File: src/rtl/supply_rst_pkg.sv
package supply_rst_pkg;

    // Flop stages on the asynchronous comparator flag.
    localparam int SYNC_STAGES = 2;

    // Phase value doubles as the active-low reset level.
    typedef enum logic {
        PH_HOLD = 1'b0,
        PH_RUN  = 1'b1
    } sup_phase_e;

endpackage

File: src/rtl/vok_sync.sv
module vok_sync
    import supply_rst_pkg::*;
(
    input  logic clk,
    input  logic arst_n,
    input  logic din,
    output logic dout
);

    logic [SYNC_STAGES-1:0] stage_d, stage_q;

    always_comb begin
        stage_d = {stage_q[SYNC_STAGES-2:0], din};
    end

    // Reset to 0: the supply is treated as bad until it has been seen.
    always_ff @(posedge clk or negedge arst_n) begin
        if (!arst_n) stage_q <= '0;
        else         stage_q <= stage_d;
    end

    assign dout = stage_q[SYNC_STAGES-1];

endmodule

File: src/rtl/hold_timer.sv
module hold_timer
    import supply_rst_pkg::*;
#(
    parameter int HOLD_CYCLES = 20_000_000
) (
    input  logic clk,
    input  logic arst_n,
    input  logic vok_s,
    input  logic wdt_expire,
    output logic run_o,
    output logic enter_o
);

    localparam int CNT_W = (HOLD_CYCLES > 2) ? $clog2(HOLD_CYCLES) : 1;
    localparam logic [CNT_W-1:0] LAST = CNT_W'(HOLD_CYCLES - 1);

    typedef struct packed {
        sup_phase_e      phase;
        logic [CNT_W-1:0] cnt;
    } hold_st_t;

    hold_st_t st_d, st_q;

    always_comb begin
        st_d = st_q;
        if (!vok_s || wdt_expire) begin
            // Any bad sample or timeout restarts the whole interval.
            st_d.phase = PH_HOLD;
            st_d.cnt   = '0;
        end else if (st_q.phase == PH_HOLD) begin
            if (st_q.cnt == LAST) st_d.phase = PH_RUN;
            else                  st_d.cnt   = st_q.cnt + 1'b1;
        end
    end

    always_ff @(posedge clk or negedge arst_n) begin
        if (!arst_n) st_q <= '{phase: PH_HOLD, cnt: '0};
        else         st_q <= st_d;
    end

    assign run_o   = st_q.phase;
    assign enter_o = (st_q.phase == PH_RUN) && (st_d.phase == PH_HOLD);

endmodule

File: src/rtl/xfer_gate.sv
module xfer_gate (
    input  logic clk,
    input  logic arst_n,
    input  logic run_i,
    input  logic enter_i,
    input  logic xfer_active,
    input  logic xfer_req,
    input  logic nvw_busy,
    input  logic nvw_req,
    output logic xfer_abort,
    output logic xfer_grant,
    output logic nvw_grant
);

    typedef struct packed {
        logic abort;
    } gate_st_t;

    gate_st_t st_d, st_q;

    always_comb begin
        // Only the serial transfer is terminated; a running write is left alone.
        st_d.abort = enter_i && xfer_active;
    end

    always_ff @(posedge clk or negedge arst_n) begin
        if (!arst_n) st_q <= '{abort: 1'b0};
        else         st_q <= st_d;
    end

    assign xfer_abort = st_q.abort;
    assign xfer_grant = xfer_req && run_i;
    assign nvw_grant  = nvw_req && run_i && !nvw_busy;

endmodule

File: src/rtl/supply_rst_seq.sv
module supply_rst_seq #(
    parameter int HOLD_CYCLES = 20_000_000
) (
    input  logic clk,
    input  logic arst_n,
    input  logic vok_raw,
    input  logic wdt_expire,
    input  logic xfer_active,
    input  logic xfer_req,
    input  logic nvw_busy,
    input  logic nvw_req,
    output logic sys_rst_n,
    output logic xfer_abort,
    output logic xfer_grant,
    output logic nvw_grant
);

    logic vok_s;
    logic run;
    logic enter;

    vok_sync u_sync (
        .clk    (clk),
        .arst_n (arst_n),
        .din    (vok_raw),
        .dout   (vok_s)
    );

    hold_timer #(.HOLD_CYCLES(HOLD_CYCLES)) u_timer (
        .clk        (clk),
        .arst_n     (arst_n),
        .vok_s      (vok_s),
        .wdt_expire (wdt_expire),
        .run_o      (run),
        .enter_o    (enter)
    );

    xfer_gate u_gate (
        .clk         (clk),
        .arst_n      (arst_n),
        .run_i       (run),
        .enter_i     (enter),
        .xfer_active (xfer_active),
        .xfer_req    (xfer_req),
        .nvw_busy    (nvw_busy),
        .nvw_req     (nvw_req),
        .xfer_abort  (xfer_abort),
        .xfer_grant  (xfer_grant),
        .nvw_grant   (nvw_grant)
    );

    assign sys_rst_n = run;

endmodule

File: config.mk
export PLATFORM = sky130hd
export DESIGN_NAME = supply_rst_seq
export DESIGN_NICKNAME = d
export VERILOG_FILES = /design/src/rtl/supply_rst_pkg.sv /design/src/rtl/vok_sync.sv /design/src/rtl/hold_timer.sv /design/src/rtl/xfer_gate.sv /design/src/rtl/supply_rst_seq.sv
export SDC_FILE = /design/constraint.sdc
export NUM_CORES = 1
export LEC_CHECK = 0
export BUFFER_PORTS_ARGS = -buffer_cell sky130_fd_sc_hd__buf_2
export CORE_MARGIN = 4
export CORE_UTILIZATION = 60
export DETAILED_ROUTE_END_ITERATION = 8
export PLACE_DENSITY = 0.9
export SYNTH_ARGS = -nofsm -noshare
export SYNTH_HDL_FRONTEND = slang
export SYNTH_SLANG_ARGS = --single-unit
File: constraint.sdc
create_clock -name clk -period 5.1 [get_ports clk]
set_clock_uncertainty 0.1 [all_clocks]
set_input_delay 0.255 -clock clk [delete_from_list [all_inputs] [get_ports clk]]
set_output_delay 0.255 -clock clk [all_outputs]
set_load 0.005 [all_outputs]
---- Yosys cells after proc, flatten, opt, wreduce, memory -nomap -nowiden ----
Cells that the tools add are included.
storage, ports and cells
  flip-flop bits (word level) ............. 29
  input bits .............................. 8
  output and inout port bits .............. 4
  logic and storage cells ................. 22
operators by class
  add/sub/neg operators ................... 1
  equal/unequal tests ..................... 3
  mux-type cells .......................... 4
  bitwise gates (word level) .............. 1
  reduce and logical (&&, ||, !) cells .... 9
operators with widths
  operator                                                                 count
  26-bit 2-to-1 mux                                                        2
  25-bit by 1-bit adder with 25-bit output, second input constant          1
  25-bit == test, second input constant                                    1
  25-bit 2-to-1 mux                                                        1
  1-bit logical AND                                                        5
  1-bit logical NOT                                                        2
  2-bit by 1-bit inequality test with 1-bit output, second input constant  1
  2-bit inequality test, second input constant                             1
  2-bit AND reduction                                                      1
  1-bit logical OR                                                         1
  1-bit 2-to-1 mux                                                         1
  1-bit NOT                                                                1

---- Logic depth before layout (Yosys ltp) ----
  word-level depth ........................ 7
  mapped depth ............................ 7
  gate-level depth less buffers ........... 6

---- Cells and area by module ----
Synthesis repeated with hierarchy kept, for this count alone.
unflattened totals
  cells, all modules ...................... 165
  area, all modules ....................... 1570.3 um^2
modules (own cells, without submodules)
  module      times used  cells each  area each (um^2)  sequential area each (um^2)
  hold_timer  1           159         1473.9            650.6
  vok_sync    1           2           50.0              50.0
  xfer_gate   1           4           46.3              25.0

---- Least setup slack after synthesis ----
No wires, ideal clock.
  kind .................................... register to register
  start ................................... reg u_timer.st_q[19] (netlist name)
  end ..................................... reg u_timer.st_q[0] (netlist name)
  setup time .............................. 0.132 ns
  arrival time ............................ 1.723 ns
  slack ................................... 3.145 ns
  stages on the path, launching flop included .. 6
  path buffers ............................ 0
  clock period less this slack ............ 1.955 ns
  cells stage by stage .................... dfrtp_1 -> or4b_4 -> nor4_4 -> a21oi_1 -> xnor2_1 -> nor2_1
between the ends
  longest elaborated chain between the ends .. 3
RTL lines
  element                                                            RTL line          text
  from (decl)                                                        hold_timer.sv:22  hold_st_t st_d, st_q;
  from (signal assigned)                                             hold_timer.sv:37  if (!arst_n) st_q <= '{phase: PH_HOLD, cnt: '0};
  from (signal assigned)                                             hold_timer.sv:38  else st_q <= st_d;
  25-bit == test                                                     hold_timer.sv:31  if (st_q.cnt == LAST) st_d.phase = PH_RUN;
  2-bit by 1-bit inequality test with 1-bit output (no source line)  n/a
  2-bit AND reduction (no source line)                               n/a
Every way passes these cells.
A chain may end at the register's enable or synchronous reset.

---- Worst setup path after layout ----
  start ................................... reg u_timer.st_q[22] (netlist name)
  end ..................................... reg u_timer.st_q[0] (netlist name)
Same word-level chain as after synthesis.

==> impl_results.md <==
- Status: finished, final reports clean
- Io pins: 12
- Count of cell types in the netlist: 37
- CTS Buf Count: 5
- VDD IR max: 0.205 mV
- CTS tree: built
- CTS max path bufs: 2
- Ys flop type: dfrtp_1
- Pre-CTS WS: 2.97 ns
- Synth Instances: 159
- Final hold viol count: 0
- Post-synth EDFFs: 0
- Busiest grt layer: met2
- Final worst-path cycle share: 0.419
- Post-CTS setup buffers: 0
- Max-cap violations: 0
- Area contributors post-synth: dfrtp_1 (46%), xor2_1 (7.3%), nor2_1 (6.2%)
- Top-count cell post-synth: dfrtp_1
- Slew margin rel.: 0.381
- Clock slew at reported path FFs: 0.09 ns
- Die height: 59.1 um
- Largest net degree at the start of global routing: 30
- Layout cells sized above 1: 0.139
- Critical path peak fanout: 7
- Syn avg cell area: 9.85 um^2
- Initial core utilization: 0.632
- Met1 Track Usage GR: 0.271
- Power Total: 0.378 mW
- Top cell type's share of synthesized area: 0.463
- CP Class: reg -> reg
- Routability cong.: 0.851
- Die width: 59.1 um
- DR iter-0 viols: 65
- Ant. Diodes: 0
- Unrepaired setup endpoints after global routing: no
- Worst EP arrival: 2.23 ns
- Remaining antenna violation count after routing: 0
- Syn. warnings: 0
- HPWL after DPL: 2390 um
- Slew @ Worst Pin: 0.928 ns
- Pwr Density: 224 nW/um^2
- Gr usage total: 0.228
- Register area share after synthesis: 0.463
- Asr flop ratio synth: 1.00
- Final Slew Violations: 0
- Routed wire length: 3390 um
- Grt total ovfl: 0
- Commonest cells post-synth: dfrtp_1 (29), nor2_1 (26), xor2_1 (13), nand3_1 (12), nand4_1 (11)
- Required @ worst endpoint: 5.19 ns
- Setup_tns: 0 ns
- Clock root buffer: clkbuf_4
- First-pass GRT wire length: 5890 um
- Hold_ws: 0.102 ns
- Final nets: 182
- Wire per inst: 16.7 um
- Tmin final: 2.14 ns
- Critical Path End Type: flip-flop
- Lkg Pwr: 0.778 nW
- P&R area growth vs syn: 7.67%
- Syn Nets: 169
- Port buffer count: 11
- Hold Path Class: in -> reg
- #FFs+latches synth: 29
- Drt first pass iters: 4
- Final core occ: 0.681
- Die area: 3490 um^2
- Worst-Skew Late Latency: 0.33 ns
- M3 GR Usage: 0.0763
- CTS HTree Levels: 2
- Startpoint Class: flip-flop
- Synth area leader: dfrtp_1
- Core footprint: 2480 um^2
- Vias in the first global route: 1,318
- Grt met2 use: 0.364
- F_max: 468 MHz
- Final setup fails: 0
- Final worst slack: 2.96 ns
- Remaining routing DRC violations: 0
- # clock sinks: 29
- Initial antenna violation count: 0
- Post-Syn Area: 1570 um^2
- Vias after detailed routing: 1,275
- Rows: 18
- Vias/cell: 6.28
==> cell type report <==
class	count	area, um^2
clock buffer	8	48.8
fill	194	791
inverter	1	3.75
multi-input combinational	121	788
sequential	29	726
tap	30	37.5
timing repair buffer	14	82.6
==> where the power goes <==
group | switching, mW | internal, mW | total, mW
Sequential | 0.00165 | 0.231 | 0.233
Combinational | 0.0108 | 0.00467 | 0.0155
Clock | 0.0749 | 0.0548 | 0.130
Total | 0.0874 | 0.291 | 0.378
==> layer usage <==
layer | vias up | share of wire
li1 | 588 | -
met1 | 623 | 0.40
met2 | 50 | 0.50
met3 | 14 | 0.070
met4 | 0 | 0.033
met5 | - | 0
==> cells by family after synthesis <==
| group | share of synthesized area |
|---|---|
| multiplexers | 0.00639 |
| XOR/XNOR | 0.101 |
| buffers and inverters | 0.0335 |
| flip-flops | 0.463 |
| AND/OR/NAND/NOR | 0.324 |
| AO/OA/AOI/OAI | 0.0559 |
| adder cells (fa/ha/maj) | 0.0160 |
==> cells in the final DEF, fill, tap and decap left out, types with 5 or more instances in the layout <==
cell type   n
dfrtp_1    29
nor2_1     26
xor2_1     13
nand3_1    12
nand4_1    11
buf_2      11
nand2_1     9
a21oi_1     6
and3_1      5
xnor2_1     5
clkbuf_4    5
==> timing repair <==
item                      4_1_cts  5_1_grt
hold endpoints to repair       30        0
hold buffers                    2        0
resized for setup               0        0
==> worst max-delay path: stages, from the launching register on <==
cell and delay (ns):
dfrtp_1 0.43, or4b_4 0.55, nor4_4 0.46, a21oi_1 0.23, xnor2_1 0.18, nor2_1 0.06
==> flip-flops by register name, indices dropped and copies added (netlist names) <==
register           cells
u_timer.st_q          25
u_gate.xfer_abort      1
u_timer.run_o          1
u_sync.stage_q         2
==> through the flow <==
stage,std cells,area (um^2)
global placement,193,1620
global route,203,1690
detailed placement,193,1620
CTS,203,1690
finish,203,1690
floorplan,159,1570
==> path summary, 6_finish.rpt <==
check,from,endpoint,slack (ns),cells past startpoint
worst max-delay path,u_timer.st_q[22],u_timer.st_q[0],2.96,5
worst min-delay path,xfer_active,u_gate.xfer_abort,0.10,2
worst max register to register,u_timer.st_q[22],u_timer.st_q[0],2.96,5
worst min register to register,u_sync.stage_q[0],u_sync.stage_q[1],0.26,0
max in group asynchronous,arst_n,u_timer.st_q[23],4.11,2
min in group asynchronous,arst_n,u_timer.st_q[13],0.37,2
No activity file was read; power rests on OpenSTA's default activity.
